**src/rtl/adc_seq_pkg.sv**
```systemverilog
package adc_seq_pkg;

   typedef enum logic [1:0] {
      PM_NORMAL  = 2'd0,
      PM_PARTIAL = 2'd1,
      PM_FULL    = 2'd2
   } pmode_t;

endpackage

```
**src/rtl/adc_edge_sync.sv**
```systemverilog
module adc_edge_sync #(
   parameter int   STAGES = 2,
   parameter logic IDLE   = 1'b0
) (
   input  logic clk,
   input  logic rst_n,
   input  logic din,
   output logic rise_o,
   output logic fall_o
);
   logic [STAGES-1:0] sh;
   logic              prev;

   always_ff @(posedge clk or negedge rst_n) begin
      if (!rst_n) begin
         sh   <= {STAGES{IDLE}};
         prev <= IDLE;
      end else begin
         sh   <= {sh[STAGES-2:0], din};
         prev <= sh[STAGES-1];
      end
   end

   assign rise_o = sh[STAGES-1] & ~prev;
   assign fall_o = ~sh[STAGES-1] & prev;
endmodule

```
**src/rtl/adc_frame_ctrl.sv**
```systemverilog
module adc_frame_ctrl #(
   parameter int DATA_W     = 10,
   parameter int SUB_W      = 2,
   parameter int LEAD_ZEROS = 3,
   parameter int TRACK_EDGE = 14,
   parameter int CNT_W      = 6
) (
   input  logic              clk,
   input  logic              rst_n,
   input  logic              cnv_rise,
   input  logic              cnv_fall,
   input  logic              sclk_rise,
   input  logic              sclk_fall,
   input  logic [DATA_W-1:0] result_i,
   input  logic [SUB_W-1:0]  sub_i,
   output logic              sdo_o,
   output logic              oe_o,
   output logic              hold_o,
   output logic              active_o,
   output logic [CNT_W-1:0]  cnt_o,
   output logic              done_o
);
   localparam int WORD_W      = DATA_W + SUB_W;
   localparam int FRAME_EDGES = LEAD_ZEROS + WORD_W + 1;
   localparam logic [CNT_W-1:0] CNT_MAX = '1;
   localparam logic [CNT_W-1:0] TRK_C   = CNT_W'(TRACK_EDGE);
   localparam logic [CNT_W-1:0] FRM_C   = CNT_W'(FRAME_EDGES);

   logic              active, strobe_low, late, hold, oe, sdo, done;
   logic [CNT_W-1:0]  cnt, cnt_inc;
   logic [WORD_W-1:0] word;
   logic              nxt_bit;

   assign cnt_inc = (cnt == CNT_MAX) ? cnt : cnt + 1'b1;

   // bit that belongs to the position the next rising edge reaches
   always_comb begin
      nxt_bit = 1'b0;
      for (int j = 0; j < WORD_W; j++) begin
         if (cnt_inc == CNT_W'(LEAD_ZEROS + WORD_W - j)) nxt_bit = word[j];
      end
   end

   always_ff @(posedge clk or negedge rst_n) begin
      if (!rst_n) begin
         active     <= 1'b0;
         strobe_low <= 1'b0;
         late       <= 1'b0;
         hold       <= 1'b0;
         oe         <= 1'b0;
         sdo        <= 1'b0;
         done       <= 1'b0;
         cnt        <= '0;
         word       <= '0;
      end else begin
         done <= 1'b0;
         if (cnv_fall) begin
            active     <= 1'b1;
            strobe_low <= 1'b1;
            late       <= 1'b0;
            hold       <= 1'b1;
            oe         <= 1'b1;
            sdo        <= 1'b0;
            cnt        <= '0;
            word       <= {result_i, sub_i};
         end else if (cnv_rise) begin
            strobe_low <= 1'b0;
            if (active && (cnt < TRK_C || late)) begin
               active <= 1'b0;
               late   <= 1'b0;
               hold   <= 1'b0;
               oe     <= 1'b0;
               sdo    <= 1'b0;
            end
         end else if (sclk_rise && active) begin
            if (late) begin
               active <= 1'b0;
               late   <= 1'b0;
               oe     <= 1'b0;
               sdo    <= 1'b0;
            end else begin
               cnt <= cnt_inc;
               sdo <= nxt_bit;
               if (cnt_inc == TRK_C) hold <= 1'b0;
               if (cnt_inc == FRM_C && cnt != FRM_C) done <= 1'b1;
            end
         end else if (sclk_fall && active && strobe_low && cnt == FRM_C) begin
            late <= 1'b1;
         end
      end
   end

   assign sdo_o    = sdo;
   assign oe_o     = oe;
   assign hold_o   = hold;
   assign active_o = active;
   assign cnt_o    = cnt;
   assign done_o   = done;
endmodule

```
**src/rtl/adc_power_fsm.sv**
```systemverilog
module adc_power_fsm
   import adc_seq_pkg::*;
#(
   parameter int PD_FROM    = 3,
   parameter int TRACK_EDGE = 14,
   parameter int EXIT_CLKS  = 14,
   parameter int CNT_W      = 6
) (
   input  logic             clk,
   input  logic             rst_n,
   input  logic             cnv_rise,
   input  logic             active,
   input  logic [CNT_W-1:0] cnt,
   input  logic             done,
   output pmode_t           mode_o,
   output logic             ref_en_o,
   output logic             cal_pend_o
);
   localparam logic [CNT_W-1:0] PD_C   = CNT_W'(PD_FROM);
   localparam logic [CNT_W-1:0] TRK_C  = CNT_W'(TRACK_EDGE);
   localparam logic [CNT_W-1:0] EXIT_C = CNT_W'(EXIT_CLKS);

   pmode_t mode;
   logic   ref_en, cal;
   logic   pd_req, exit_req;

   assign pd_req   = cnv_rise && active && cnt >= PD_C && cnt < TRK_C;
   assign exit_req = cnv_rise && active && cnt >= EXIT_C;

   always_ff @(posedge clk or negedge rst_n) begin
      if (!rst_n) begin
         mode   <= PM_NORMAL;
         ref_en <= 1'b1;
         cal    <= 1'b1;
      end else begin
         if (done) cal <= 1'b0;
         if (pd_req) begin
            case (mode)
               PM_NORMAL:  mode <= PM_PARTIAL;
               PM_PARTIAL: begin
                  mode   <= PM_FULL;
                  ref_en <= 1'b0;
               end
               default:    mode <= PM_FULL;
            endcase
         end else if (exit_req) begin
            mode   <= PM_NORMAL;
            ref_en <= 1'b1;
         end
      end
   end

   assign mode_o     = mode;
   assign ref_en_o   = ref_en;
   assign cal_pend_o = cal;
endmodule

```
**src/rtl/adc_serial_seq.sv**
```systemverilog
module adc_serial_seq
   import adc_seq_pkg::*;
#(
   parameter int DATA_W      = 10,
   parameter int SUB_W       = 2,
   parameter int LEAD_ZEROS  = 3,
   parameter int TRACK_EDGE  = 14,
   parameter int PD_FROM     = 3,
   parameter int EXIT_CLKS   = 14,
   parameter int SYNC_STAGES = 2
) (
   input  logic              clk,
   input  logic              rst_n,
   input  logic              cnv_i,
   input  logic              sclk_i,
   input  logic [DATA_W-1:0] result_i,
   input  logic [SUB_W-1:0]  sub_i,
   output logic              sdo_o,
   output logic              sdo_oe_o,
   output logic [1:0]        mode_o,
   output logic              ref_en_o,
   output logic              hold_o,
   output logic              cal_pend_o
);
   localparam int FRAME_EDGES = LEAD_ZEROS + DATA_W + SUB_W + 1;
   localparam int CNT_W       = $clog2(FRAME_EDGES + 1) + 1;

   if (SYNC_STAGES < 2) begin : g_bad_sync
      $error("SYNC_STAGES must be at least 2");
   end
   if (TRACK_EDGE <= PD_FROM || TRACK_EDGE >= FRAME_EDGES) begin : g_bad_track
      $error("TRACK_EDGE must lie between PD_FROM and the frame length");
   end
   if (EXIT_CLKS < TRACK_EDGE || EXIT_CLKS > FRAME_EDGES) begin : g_bad_exit
      $error("EXIT_CLKS must not overlap the power-down window");
   end

   logic [1:0] pins, rise_v, fall_v;
   logic       sclk_rise, sclk_fall, cnv_rise, cnv_fall;
   logic       active, done, oe, sdo, hold;
   logic [CNT_W-1:0] cnt;
   pmode_t     mode;

   assign pins = {cnv_i, sclk_i};

   for (genvar i = 0; i < 2; i++) begin : g_sync
      adc_edge_sync #(.STAGES(SYNC_STAGES), .IDLE(i == 1)) u_sync (
         .clk    (clk),
         .rst_n  (rst_n),
         .din    (pins[i]),
         .rise_o (rise_v[i]),
         .fall_o (fall_v[i])
      );
   end

   assign sclk_rise = rise_v[0];
   assign sclk_fall = fall_v[0];
   assign cnv_rise  = rise_v[1];
   assign cnv_fall  = fall_v[1];

   adc_frame_ctrl #(
      .DATA_W(DATA_W), .SUB_W(SUB_W), .LEAD_ZEROS(LEAD_ZEROS),
      .TRACK_EDGE(TRACK_EDGE), .CNT_W(CNT_W)
   ) u_frame (
      .clk       (clk),
      .rst_n     (rst_n),
      .cnv_rise  (cnv_rise),
      .cnv_fall  (cnv_fall),
      .sclk_rise (sclk_rise),
      .sclk_fall (sclk_fall),
      .result_i  (result_i),
      .sub_i     (sub_i),
      .sdo_o     (sdo),
      .oe_o      (oe),
      .hold_o    (hold),
      .active_o  (active),
      .cnt_o     (cnt),
      .done_o    (done)
   );

   adc_power_fsm #(
      .PD_FROM(PD_FROM), .TRACK_EDGE(TRACK_EDGE),
      .EXIT_CLKS(EXIT_CLKS), .CNT_W(CNT_W)
   ) u_power (
      .clk        (clk),
      .rst_n      (rst_n),
      .cnv_rise   (cnv_rise),
      .active     (active),
      .cnt        (cnt),
      .done       (done),
      .mode_o     (mode),
      .ref_en_o   (ref_en_o),
      .cal_pend_o (cal_pend_o)
   );

   assign sdo_o    = sdo;
   assign sdo_oe_o = oe;
   assign hold_o   = hold;
   assign mode_o   = mode;
endmodule

```
**config.mk**
```make
export PLATFORM = sky130hd
export DESIGN_NAME = adc_serial_seq
export DESIGN_NICKNAME = d
export VERILOG_FILES = /design/src/rtl/adc_seq_pkg.sv /design/src/rtl/adc_edge_sync.sv /design/src/rtl/adc_frame_ctrl.sv /design/src/rtl/adc_power_fsm.sv /design/src/rtl/adc_serial_seq.sv
export SDC_FILE = /design/constraint.sdc
export NUM_CORES = 1
export LEC_CHECK = 0
export ABC_AREA = 1
export BUFFER_PORTS_ARGS = -buffer_cell sky130_fd_sc_hd__buf_2
export CORE_AREA = 8 8 65 67
export CTS_BUF_LIST = sky130_fd_sc_hd__clkbuf_16
export CTS_CLUSTER_SIZE = 10
export DETAILED_ROUTE_END_ITERATION = 8
export DIE_AREA = 0 0 73 75
export GPL_ROUTABILITY_DRIVEN = 0
export GPL_TIMING_DRIVEN = 1
export MAX_ROUTING_LAYER = met4
export PLACE_DENSITY = 0.8
export SLEW_MARGIN = 20
export SYNTH_ARGS = -nofsm -noshare
export SYNTH_HDL_FRONTEND = slang
export SYNTH_SLANG_ARGS = --single-unit
```
**constraint.sdc**
```tcl
create_clock -name clk -period 6.3 [get_ports clk]
set_input_delay 1.26 -clock clk [delete_from_list [all_inputs] [get_ports clk]]
set_output_delay 1.26 -clock clk [all_outputs]
set_load 0.02 [all_outputs]
```
## Yosys cells after proc, flatten, opt, wreduce, memory -nomap -nowiden

Index checks and enable logic that the tools add are counted.

| word-level totals | value |
|---|---|
| input bits | 16 |
| logic and storage cells | 122 |
| output and inout port bits | 7 |
| flip-flop bits (word level) | 34 |

| operators by class | value |
|---|---|
| $lt $le $gt $ge | 3 |
| reduce and logical (&&, ||, !) cells | 25 |
| add/sub/neg operators | 1 |
| eq/ne operators | 22 |
| multiplexer cells | 48 |
| bitwise logic cells | 8 |

Operator list:

| cell | number |
|---|---|
| == test 6 x 4 -> 1 bit (second input constant) | 8 |
| two-way mux 1 bit | 40 |
| two-way mux 6 bit | 5 |
| == test 6 x 3 -> 1 bit (second input constant) | 4 |
| == test 6 x 5 -> 1 bit (second input constant) | 2 |
| logical AND 1 bit | 10 |
| nonzero test 3 bit | 3 |
| adder 6 x 1 -> 6 bit (second input constant) | 1 |
| == test 6 bit (second input constant) | 1 |
| >= comparator 6 x 2 -> 1 bit (second input constant) | 1 |
| >= comparator 6 x 4 -> 1 bit (second input constant) | 1 |
| < comparator 6 x 4 -> 1 bit (second input constant) | 1 |
| two-way mux 2 bit | 3 |
| != test 2 bit (second input constant) | 3 |
| != test 6 x 5 -> 1 bit (second input constant) | 1 |
| AND reduction 2 bit | 3 |
| AND reduction 3 bit | 2 |
| nonzero test 2 bit | 3 |
| bitwise AND 1 bit | 4 |
| inverter 1 bit | 4 |
| AND reduction 4 bit | 1 |
| nonzero test 4 bit | 1 |
| != test 3 x 2 -> 1 bit (second input constant) | 1 |
| != test 3 bit (second input constant) | 1 |
| 3 further kinds | 3 |

## Logic depth before layout (Yosys ltp)

Gate-level depths: netlist (run 1).

| depth | value |
|---|---|
| depth after elaboration | 19 |
| gate-level depth with buffers | 22 |
| gate-level depth less buffers | 22 |

## Hierarchy

From an unflattened synthesis (run 1), not the netlist that was laid out.

| unflattened totals | value |
|---|---|
| cell total of the unflattened synthesis | 248 |
| area, all modules | 1890.6 µm² |

By module, submodules not included:

| module | sequential area each (µm²) | area an instance (µm²) | cells each | times used |
|---|---|---|---|---|
| adc_frame_ctrl | 600.6 | 1485.2 | 202 | 1 |
| adc_power_fsm | 102.6 | 221.5 | 32 | 1 |
| adc_edge_sync (g_sync[1].u_sync) | 78.8 | 93.8 | 7 | 1 |
| adc_edge_sync (g_sync[0].u_sync) | 75.1 | 90.1 | 7 | 1 |

## Worst setup path after synthesis (run 1)

Ideal clock, no wire load.

| timing path | value |
|---|---|
| path type | flip-flop to flip-flop |
| start | register u_frame.cnt[0] (netlist: u_frame.cnt_o[0]) |
| end | register u_frame.sdo (netlist: u_frame.sdo_o) |
| setup slack | 4.303 ns |
| cell stages (with the launch flop) | 20 |
| data arrival time | 1.881 ns |
| buffers on the path | 0 |
| required time | 6.184 ns |
| clock period less this slack | 1.997 ns |
| setup time | 0.116 ns |
| path through | dfrtp_1 ha_1 nor2_1 nor2_1 nor2_1 nand2_2 nor2_4 nand2_2 o22ai_2 inv_1 nand2_1 nand2_1 nand2_1 nand2_1 nand2_1 nand2_1 nand2_1 nand2_1 nand2_1 nand2_1 |

| on the way | value |
|---|---|
| longest elaborated chain between the ends | 19 |
| elaborated cells on any way between the ends | 36 |
| classes of those cells | add/sub: 1; order compare: 1; eq/ne: 14; mux: 17; reduce/logical: 3 |

RTL lines:

| element | RTL line | RTL |
|---|---|---|
| from (decl) | adc_frame_ctrl.sv:30 | `logic [CNT_W-1:0] cnt, cnt_inc;` |
| from (signal assigned) | adc_frame_ctrl.sv:82 | `cnt <= cnt_inc;` |
| adder 6 x 1 -> 6 bit / == test 6 bit (equally long branches) | adc_frame_ctrl.sv:34 | `assign cnt_inc = (cnt == CNT_MAX) ? cnt : cnt + 1'b1;` |
| two-way mux 6 bit | adc_frame_ctrl.sv:34 |  |
| == test 6 x 4 -> 1 bit | adc_frame_ctrl.sv:40 | `if (cnt_inc == CNT_W'(LEAD_ZEROS + WORD_W - j)) nxt_bit = word[j];` |
| two-way mux 1 bit (12 in series) | adc_frame_ctrl.sv:40 |  |
| two-way mux 1 bit | adc_frame_ctrl.sv:76 | `if (late) begin` |
| two-way mux 1 bit | adc_frame_ctrl.sv:75 | `end else if (sclk_rise && active) begin` |
| two-way mux 1 bit | adc_frame_ctrl.sv:66 | `end else if (cnv_rise) begin` |
| two-way mux 1 bit | adc_frame_ctrl.sv:57 | `if (cnv_fall) begin` |
| to (signal assigned) | adc_frame_ctrl.sv:83 | `sdo <= nxt_bit;` |
| to (decl) | adc_frame_ctrl.sv:29 | `logic active, strobe_low, late, hold, oe, sdo, done;` |

Several ways; a longest one is shown, not always the timed one. The select of a mux whose other input is x is not followed.
A chain may end at the register's enable or synchronous reset.

## Worst setup path in the final report (run 1)

Same ends and word-level chain as after synthesis.

==> flow_metrics.env, run 1 <==
export IMPL_synth_edf_count=0
export IMPL_fin_crit_ns=2.281
export IMPL_synth_cells=238
export IMPL_rows=21
export IMPL_cts_buffers_inserted=5
export IMPL_port_buffers=22
export IMPL_dpl_cell_count=302
export IMPL_first_global_vias=1568
export IMPL_postCtsResizedCells=0
export IMPL_cts_root_buffer="clkbuf_16"
export IMPL_synth_nets=260
export IMPL_worstSetupPathType="reg2reg"
export IMPL_synth_cell_type_count=27
export IMPL_antenna_cells=0
export IMPL_firstDrtPassIters=7
export IMPL_whs_ns=0.3479
export IMPL_crit_family="simple AND/OR/NAND/NOR gates"
export IMPL_synth_avg_cell_area_um2=7.786
export IMPL_yosys_area_top_type="dfrtp_1"
export IMPL_post_place_ws_ns=4.096
export IMPL_maxSlewHeadroom=0.5082
export IMPL_setup_tns_ns=0
export IMPL_post_synth_top_count_cell="nand2_1"
export IMPL_fin_skew_ns=0.003702
export IMPL_wirelength_um=4005
export IMPL_io_pins=23
export IMPL_postRouteAntennaNets=0
export IMPL_dp_hpwl_um=2860
export IMPL_status="complete, no violations"
export IMPL_max_cap_violations=0
export IMPL_gr_usage_all_layers=0.1606
export IMPL_endpoint_kind="flip-flop"
export IMPL_rsz0062_at_grt="false"
export IMPL_cts_tree="done"
export IMPL_initial_core_util=0.5734
export IMPL_pwr_density_cell_nw_per_um2=405.4
export IMPL_die_w_um=73
export IMPL_timing_fmax_ghz=0.4385
export IMPL_setup_slack_ns=4.019
export IMPL_path_cells="ha_1, nor2_1, nor2_1, nor2_1, nand2_2, nor2_4, inv_1, nor2_1, a21oi_1, nand2_1, nand2_1, nand2_1, nand2_1, nand2_1, nand2_1, nand2_1, nand2_1"
export IMPL_setup_viol=0
export IMPL_met3_usage=0.04261
export IMPL_final_nets=285
export IMPL_core_um2=3232
export IMPL_cts_sinks=34
export IMPL_grt_ovfl_total=0
export IMPL_worstMarginPinSlew_ns=0.7376
export IMPL_use_met2=0.2741
export IMPL_syn_area_um2=1853
export IMPL_ys_seq_area_frac=0.4625
export IMPL_clock_latency_ns=0.28
export IMPL_crit_buf_inv=1
export IMPL_start_kind="flip-flop"
export IMPL_hold_class="reg2reg"
export IMPL_drive_above_1_share=0.2008
export IMPL_synthToLayoutAreaGrowth_pct=18.23
export IMPL_maxSlewViolCount=0
export IMPL_startpoint="u_frame.cnt_o[0]$_DFFE_PN0P_"
export IMPL_cp_required_ns=6.46
export IMPL_synth_top_cell_area_share=0.3916
export IMPL_slowest_delay_ns=0.44
export IMPL_synth_async_reset_ratio=1.000
export IMPL_drc=0
export IMPL_synth_main_ff_cell="dfrtp_1"
export IMPL_postCtsSetupBuffers=0
export IMPL_ys_warn_count=0
export IMPL_clk_pin_slew_ns=0.05
export IMPL_avgRoutedWirePerCell_um=12.92
export IMPL_grt_pass1_wl_um=6651
export IMPL_instances_no_fill=310
export IMPL_drt_iter0_drc=141
export IMPL_num_vias=1630
export IMPL_grt_max_degree=35
export IMPL_p_leak_uw=0.001109
export IMPL_r2r_start="u_frame.cnt_o[0]$_DFFE_PN0P_"
export IMPL_top_usage_layer="met2"
export IMPL_hold_violations=0
export IMPL_ys_ff_latch=34
export IMPL_slowest_stage="dfrtp_1"
export IMPL_synth_commonest_cells="78 x nand2_1, 29 x dfrtp_1, 29 x inv_1"
export IMPL_holdBufCountCts=0
export IMPL_die_h_um=75
export IMPL_use_met1=0.1749
export IMPL_crit_path_frequent_cell="nand2_1"
export IMPL_fin_crit_sh=0.3620
export IMPL_synthTopCellsByArea="dfrtp_1 39%, nand2_1 16%, dfstp_2 7.1%"
export IMPL_cts_buffer_depth=2
export IMPL_cts_max_level=2
export IMPL_antenna_found_initial=0
export IMPL_die_area_um2=5475
export IMPL_ir_worst_vdd_v=0.0002135
export IMPL_viasPerCell=5.258
export IMPL_worstPathArrival_ns=2.44
export IMPL_crit_fanout=7
export IMPL_hp_start="g_sync[0].u_sync.sh[0]$_DFF_PN0_"
==> placed cells by master (no fill, tap or decap) <==
cell type	count
nand3_2	1
o22ai_1	6
nand2_1	78
o31ai_1	2
a31oi_1	4
nor3_1	2
nand3_4	1
dfstp_2	5
inv_1	29
o21ai_0	10
clkinv_1	1
nor2_1	18
o21ai_1	3
ha_1	6
inv_2	4
a21oi_1	7
bufinv_16	2
nand4_1	5
buf_2	22
o21ai_2	1
o2111ai_1	1
nand3_1	9
nand2_2	5
nand3b_1	1
o22ai_2	1
dfrtp_1	29
nor2_2	2
nor2_4	4
clkbuf_16	5
==> logic make-up after synthesis <==
logic type	count (synthesis)	share of synthesized area
and+or+nand+nor	126	0.3079
buffers and inverters	37	0.07697
AOI/OAI and AO/OA	35	0.1121
DFF	34	0.4625
adders and majority gates	6	0.04051
==> flip-flops by register name (all words and copies together), names as in the netlist, 2 cells and up <==
signal,cells
g_sync.u_sync.sh,4
u_power.mode_o,2
u_frame.word,12
u_frame.cnt_o,6
g_sync.u_sync.prev,2
==> metrics by stage <==
step                cell area, µm²    util  total power, µW
global route                  2191  0.6779            938.4
floorplan                     1853       -            507.7
finish                        2191  0.6779            888.3
detailed placement            2002  0.6194            572.8
CTS                           2191  0.6779            889.6
global placement              2002  0.6194            567.7
==> metal layers <==
metal  up-vias  part of all wire
met3        12             0.051
met4         0             0.021
met5         -                 0
met1       751              0.43
met2        52              0.49
li1        815                 -
==> cell type report <==
type | count | area (µm²)
flip-flops and latches | 34 | 857.1
multi-input cells | 167 | 853.3
fillers | 267 | 1041
well taps | 46 | 57.56
inverters | 33 | 123.9
clock inverters | 3 | 63.81
repair buffers | 22 | 110.1
clock buffers | 5 | 125.1
==> worst paths after layout <==
path | cells past startpoint | to | slack, ns
max | 17 | u_frame.sdo_o$_DFFE_PN0P_ | 4.02
min | 0 | g_sync[0].u_sync.sh[1]$_DFF_PN0_ | 0.35
max reg2reg | 17 | u_frame.sdo_o$_DFFE_PN0P_ | 4.02
min reg2reg | 0 | g_sync[0].u_sync.sh[1]$_DFF_PN0_ | 0.35
max in group asynchronous | 1 | u_power.mode_o[1]$_DFFE_PN0P_ | 4.78
min in group asynchronous | 1 | u_frame.word[10]$_DFFE_PN0P_ | 1.05
==> power breakdown <==
part	switching [µW]	internal [µW]	leakage, µW
logic	185	91.2	0.000602
clock network	86.6	225	0.0000915
registers	43.9	257	0.000416
total	315	573	0.00111
(Power assumes the default switching activity.)
==> run 2: changes to the inputs <==
--- a/config.mk
+++ b/config.mk
@@ -7,15 +7,15 @@
 export LEC_CHECK = 0
 export ABC_AREA = 1
 export BUFFER_PORTS_ARGS = -buffer_cell sky130_fd_sc_hd__buf_2
-export CORE_AREA = 8 8 65 67
+export CORE_AREA = 8 8 67 69
 export CTS_BUF_LIST = sky130_fd_sc_hd__clkbuf_16
 export CTS_CLUSTER_SIZE = 10
 export DETAILED_ROUTE_END_ITERATION = 8
-export DIE_AREA = 0 0 73 75
+export DIE_AREA = 0 0 75 77
 export GPL_ROUTABILITY_DRIVEN = 0
 export GPL_TIMING_DRIVEN = 1
 export MAX_ROUTING_LAYER = met4
-export PLACE_DENSITY = 0.8
+export PLACE_DENSITY = 0.75
 export SLEW_MARGIN = 20
 export SYNTH_ARGS = -nofsm -noshare
 export SYNTH_HDL_FRONTEND = slang
==> constraint.sdc (replaced) <==
create_clock -name clk -period 2.15 [get_ports clk]
set_input_delay 0.43 -clock clk [delete_from_list [all_inputs] [get_ports clk]]
set_output_delay 0.43 -clock clk [all_outputs]
set_load 0.02 [all_outputs]
==> run 2 against run 1 <==
Effect of this change: hold slack got worse by 0.13 ns; non-clock buffer count increased by 9; largest power group is now combinational logic; sequential cell count unchanged; global-route usage decreased by 1.0 points; routed wire length decreased by 0.25%; clock skew increased by 0.0020 ns; die area increased by 5.5%; sequential share of layout area decreased by 1.5 points; clock power increased by 110%.
==> flow_metrics.env, run 2 (synthesized netlist as in run 1, its figures left out) <==
export IMPL_cts_tree="done"
export IMPL_fin_crit_sh=0.9776
export IMPL_clock_latency_ns=0.28
export IMPL_reg2reg_depth=21
export IMPL_wirelength_um=3995
export IMPL_postRouteAntennaNets=0
export IMPL_grt_ovfl_total=0
export IMPL_n_fill_cell=321
export IMPL_num_vias=1608
export IMPL_crit_family="simple AND/OR/NAND/NOR gates"
export IMPL_cts_buffers_inserted=5
export IMPL_drc=0
export IMPL_setup_viol=0
export IMPL_avgRoutedWirePerCell_um=12.45
export IMPL_pwr_density_cell_nw_per_um2=1092
export IMPL_holdBufCountCts=0
export IMPL_start_kind="flip-flop"
export IMPL_final_cell_mix="77 x nand2_1, 30 x inv_1, 28 x dfrtp_1, 22 x buf_2, 15 x nor2_1"
export IMPL_antenna_cells=0
export IMPL_drive_above_1_share=0.2601
export IMPL_slowest_delay_ns=0.42
export IMPL_status="complete, no violations"
export IMPL_p_leak_uw=0.001148
export IMPL_reg2reg_slack_ns=0.05
export IMPL_largest_reg_flops=12
export IMPL_slowest_stage="dfrtp_1"
export IMPL_reg2reg_to="u_frame.sdo_o$_DFFE_PN0P_"
export IMPL_viasPerCell=5.009
export IMPL_final_cell_area_um2=2281
export IMPL_grt_max_degree=35
export IMPL_placed_cell_area_um2=2049
export IMPL_cts_buffer_depth=2
export IMPL_worstMarginPinSlew_ns=0.7435
export IMPL_firstDrtPassIters=4
export IMPL_worstPathArrival_ns=2.27
export IMPL_maxSlewHeadroom=0.5043
export IMPL_hold_class="in2async"
export IMPL_final_common_cell="nand2_1"
export IMPL_cts_sinks=34
export IMPL_die_h_um=77
export IMPL_rows=22
export IMPL_max_cap_violations=0
export IMPL_total_power_uw=2491
export IMPL_final_nets=294
export IMPL_timing_fmax_ghz=0.4758
export IMPL_r2r_start="u_frame.cnt_o[1]$_DFFE_PN0P_"
export IMPL_crit_path_frequent_cell="nand2_1"
export IMPL_crit_buf_inv=4
export IMPL_worstSetupPathType="reg2reg"
export IMPL_first_global_vias=1509
export IMPL_cts_root_buffer="clkbuf_16"
export IMPL_cp_required_ns=2.32
export IMPL_fin_crit_ns=2.102
export IMPL_dp_hpwl_um=2943
export IMPL_path_cells="buf_6, inv_4, ha_4, o21ai_1, nand2_2, nor2_4, inv_2, o21ai_2, inv_1, nand2_1, nand2_1, nand2_1, nand2_1, nand2_1, nand2_1, nand2_1, nand2_1, nand2_1, nand2_1, nand2_1, nand2_1"
export IMPL_setup_tns_ns=0
export IMPL_fin_skew_ns=0.005713
export IMPL_antenna_found_initial=0
export IMPL_die_w_um=75
export IMPL_io_pins=23
export IMPL_crit_fanout=5
export IMPL_ir_worst_vdd_v=0.0006655
export IMPL_cts_max_level=2
export IMPL_port_buffers=22
export IMPL_rsz0062_at_grt="true"
export IMPL_synthToLayoutAreaGrowth_pct=23.09
export IMPL_top_register="u_frame.word"
export IMPL_hold_violations=0
export IMPL_maxSlewViolCount=0
export IMPL_endpoint_kind="flip-flop"
export IMPL_core_um2=3496
export IMPL_clk_pin_slew_ns=0.05
export IMPL_die_area_um2=5775
export IMPL_initial_core_util=0.5301
export IMPL_grt_pass1_wl_um=6644
export IMPL_gr_usage_all_layers=0.1502
export IMPL_drt_iter0_drc=101
## run 2: metal layers
metal | vias to the layer above | track usage | wire length [µm]
met5 | - | - | 0
met4 | 0 | 0.05686 | 55
met3 | 6 | 0.04291 | 157
met2 | 35 | 0.2266 | 1934
met1 | 737 | 0.1830 | 1848
li1 | 830 | - | -
## run 2: repair_timing
action / 4_1_cts / 5_1_grt
setup endpoints to repair: 1 / 1
pin swaps: 0 / 10
setup buffers: 0 / 3
resized for setup: 1 / 18
## run 2: layout make-up
class                      instances  area, µm²  area share
clock buffer                       5      125.1     0.05485
clock inverter                     3      11.26    0.004937
inverter                          33      128.9     0.05650
multi-input combinational        167      908.4      0.3982
sequential                        34      858.3      0.3763
tap                               48      60.06     0.02633
timing repair buffer              31      188.9     0.08283
## run 2: worst max-delay path by stage
stage	cells past startpoint	slack [ns]	startpoint	endpoint
after floorplan	19	0.15	u_frame.cnt_o[0]$_DFFE_PN0P_	u_frame.sdo_o$_DFFE_PN0P_
after global placement	20	0.06	u_frame.cnt_o[1]$_DFFE_PN0P_	u_frame.sdo_o$_DFFE_PN0P_
after detailed placement	20	0.004	u_frame.cnt_o[1]$_DFFE_PN0P_	u_frame.sdo_o$_DFFE_PN0P_
after CTS	20	0.05	u_frame.cnt_o[1]$_DFFE_PN0P_	u_frame.sdo_o$_DFFE_PN0P_
after global routing	21	-0.17	u_frame.cnt_o[1]$_DFFE_PN0P_	u_frame.sdo_o$_DFFE_PN0P_
final	21	0.05	u_frame.cnt_o[1]$_DFFE_PN0P_	u_frame.sdo_o$_DFFE_PN0P_
## run 2: worst reg2reg max path: stages (launching register included)
cell     delay [ns]
dfrtp_1        0.42
buf_6          0.15
inv_4          0.06
ha_4           0.19
o21ai_1        0.09
nand2_2        0.11
nor2_4         0.14
inv_2          0.06
o21ai_2        0.12
inv_1          0.05
nand2_1        0.05
nand2_1        0.04
nand2_1        0.05
nand2_1        0.04
nand2_1        0.05
nand2_1        0.04
nand2_1        0.06
nand2_1        0.05
nand2_1        0.06
nand2_1        0.05
nand2_1        0.06
nand2_1        0.04
## run 2: metrics by stage
stage	hold slack [ns]	setup WS (ns)	utilization	std cells
final	0.2183	0.04819	0.6525	321
after global routing	0.2458	-0.1677	0.6525	321
after CTS	0.2440	0.04533	0.6260	318
after detailed placement	0.3386	0.003873	0.5863	310
after global placement	0.3333	0.06192	0.5863	310
after floorplan	0.1344	0.1526	-	238
## run 2: where the power goes
part           internal, µW  total, µW  switching [µW]
clock network           415        656             241
logic                   360        955             594
registers               756        880             124
total                  1530       2490             960
==> run 3: changes to the inputs <==
--- a/config.mk
+++ b/config.mk
@@ -9,6 +9,7 @@
 export BUFFER_PORTS_ARGS = -buffer_cell sky130_fd_sc_hd__buf_2
 export CORE_AREA = 8 8 67 69
 export CTS_BUF_LIST = sky130_fd_sc_hd__clkbuf_16
+export CTS_CLUSTER_DIAMETER = 60
 export CTS_CLUSTER_SIZE = 10
 export DETAILED_ROUTE_END_ITERATION = 8
 export DIE_AREA = 0 0 75 77
@@ -20,3 +21,4 @@
 export SYNTH_ARGS = -nofsm -noshare
 export SYNTH_HDL_FRONTEND = slang
 export SYNTH_SLANG_ARGS = --single-unit
+export TNS_END_PERCENT = 20
==> constraint.sdc (replaced) <==
create_clock -name clk -period 2.15 [get_ports clk]
set_input_delay 0 -clock clk [delete_from_list [all_inputs] [get_ports clk]]
set_output_delay 0 -clock clk [all_outputs]
set_load 0.02 [all_outputs]
==> run 3 against run 2 <==
Effect of this change: die area unchanged; total power up 1.2%; setup slack better by 0.00050 ns; routed wire length up 7.6%; global-route usage up 1.2 points; hold slack better by 0.11 ns; clock skew about the same; critical path type unchanged; largest cell class unchanged; largest power group unchanged.
==> flow_metrics.env, run 3 (synthesized netlist as in run 1, its figures left out) <==
export IMPL_antenna_found_initial=0
export IMPL_wirelength_um=4300
export IMPL_cts_buffer_depth=2
export IMPL_slowest_delay_ns=0.42
export IMPL_crit_path_frequent_cell="nand2_1"
export IMPL_use_met1=0.1914
export IMPL_ir_worst_vdd_v=0.0006646
export IMPL_rows=22
export IMPL_path_cells="buf_6, inv_4, ha_4, o21ai_1, nand2_2, nor2_4, inv_2, o21ai_2, inv_1, nand2_1, nand2_1, nand2_1, nand2_1, nand2_1, nand2_1, nand2_1, nand2_1, nand2_1, nand2_1, nand2_1, nand2_1"
export IMPL_dp_hpwl_um=2943
export IMPL_clock_latency_ns=0.28
export IMPL_core_um2=3496
export IMPL_fin_crit_sh=0.9774
export IMPL_io_pins=23
export IMPL_fin_skew_ns=0.005809
export IMPL_final_common_cell="nand2_1"
export IMPL_maxSlewViolCount=0
export IMPL_rsz0062_at_grt="true"
export IMPL_firstDrtPassIters=4
export IMPL_endpoint_kind="flip-flop"
export IMPL_setup_viol=0
export IMPL_final_cell_area_um2=2431
export IMPL_avgRoutedWirePerCell_um=12.80
export IMPL_gr_usage_all_layers=0.1623
export IMPL_reg2reg_depth=21
export IMPL_reg2reg_to="u_frame.sdo_o$_DFFE_PN0P_"
export IMPL_whs_ns=0.3248
export IMPL_grt_max_degree=35
export IMPL_num_vias=1682
export IMPL_cp_required_ns=2.32
export IMPL_cts_max_level=2
export IMPL_top_usage_layer="met2"
export IMPL_hold_violations=0
export IMPL_use_met2=0.2535
export IMPL_worstSetupPathType="reg2reg"
export IMPL_hold_class="in2async"
export IMPL_instances_no_fill=336
export IMPL_viasPerCell=5.006
export IMPL_fin_util=0.6954
export IMPL_placed_cell_area_um2=2049
export IMPL_worstPathArrival_ns=2.27
export IMPL_drt_iter0_drc=104
export IMPL_top_register="u_frame.word"
export IMPL_crit_fanout=5
export IMPL_setup_tns_ns=0
export IMPL_fin_crit_ns=2.101
export IMPL_clk_pin_slew_ns=0.05
export IMPL_dpl_cell_count=310
export IMPL_timing_fmax_ghz=0.4759
export IMPL_cts_tree="done"
export IMPL_drc=0
export IMPL_synthToLayoutAreaGrowth_pct=31.20
export IMPL_port_buffers=22
export IMPL_p_leak_uw=0.001211
export IMPL_cts_buffers_inserted=5
export IMPL_initial_core_util=0.5301
export IMPL_die_area_um2=5775
export IMPL_r2r_start="u_frame.cnt_o[1]$_DFFE_PN0P_"
export IMPL_maxSlewHeadroom=0.5053
export IMPL_die_w_um=75
export IMPL_final_nets=309
export IMPL_status="complete, no violations"
export IMPL_pwr_density_cell_nw_per_um2=1036
export IMPL_antenna_cells=0
export IMPL_final_cell_mix="77 x nand2_1, 30 x inv_1, 28 x dfrtp_1, 22 x buf_2"
export IMPL_max_cap_violations=0
export IMPL_postRouteAntennaNets=0
export IMPL_start_kind="flip-flop"
export IMPL_grt_ovfl_total=0
export IMPL_die_h_um=77
export IMPL_grt_pass1_wl_um=7148
export IMPL_worstMarginPinSlew_ns=0.7421
export IMPL_met3_usage=0.04681
export IMPL_largest_reg_flops=12
export IMPL_cts_root_buffer="clkbuf_16"
export IMPL_first_global_vias=1597
export IMPL_cts_sinks=34
export IMPL_slowest_stage="dfrtp_1"
export IMPL_reg2reg_slack_ns=0.05
export IMPL_drive_above_1_share=0.2465
[run 3: worst max path at each step]
stage / to / slack (ns) / cells after the start / from
final: u_frame.sdo_o$_DFFE_PN0P_ / 0.05 / 21 / u_frame.cnt_o[1]$_DFFE_PN0P_
after global placement: u_frame.sdo_o$_DFFE_PN0P_ / 0.06 / 20 / u_frame.cnt_o[1]$_DFFE_PN0P_
after global routing: u_frame.sdo_o$_DFFE_PN0P_ / -0.17 / 21 / u_frame.cnt_o[1]$_DFFE_PN0P_
after CTS: u_frame.sdo_o$_DFFE_PN0P_ / 0.05 / 20 / u_frame.cnt_o[1]$_DFFE_PN0P_
after floorplan: u_frame.sdo_o$_DFFE_PN0P_ / 0.15 / 19 / u_frame.cnt_o[0]$_DFFE_PN0P_
after detailed placement: u_frame.sdo_o$_DFFE_PN0P_ / 0.004 / 20 / u_frame.cnt_o[1]$_DFFE_PN0P_
[run 3: power breakdown]
group / total, µW / switching (µW) / internal, µW
logic: 978 / 600 / 378
registers: 882 / 126 / 756
clock network: 660 / 245 / 415
[run 3: final cells by class]
cell class	instances	area (µm²)
clock buffer	5	125.1
multi-input combinational	167	908.4
fill	295	1065
inverter	33	128.9
clock inverter	3	11.26
tap	48	60.06
timing repair buffer	46	339.1
sequential	34	858.3
[run 3: what timing repair did]
item,in CTS,in global routing
gates resized for setup,1,18
endpoints found under the setup margin,1,1
pin swaps,0,10
cloned,0,0
hold buffers,15,0
buffers inserted,0,3
hold endpoints to repair,43,0
[run 3: routing by layer]
layer	vias up	wire length, µm	share of wire
met5	-	0	0
met4	0	63	0.015
met3	7	190	0.044
met2	36	2091	0.49
met1	781	1953	0.45
li1	858	-	-
[run 3: worst max-delay path, delay by kind of cell, from the launching register on]
kind	cells	cell delay [ns]
AO/OA/AOI/OAI	2	0.21
AND/OR/NAND/NOR	14	0.84
flip-flops	1	0.42
buffers and inverters	4	0.31
adder cells (fa/ha/maj)	1	0.18
[run 3: stage by stage]
stage               total power, µW  worst slack, ns
finish                         2520          0.04869
global route                   2686          -0.1678
CTS                            2401          0.04533
detailed placement             1710         0.003873
global placement               1685          0.06192
floorplan                      1488           0.1526
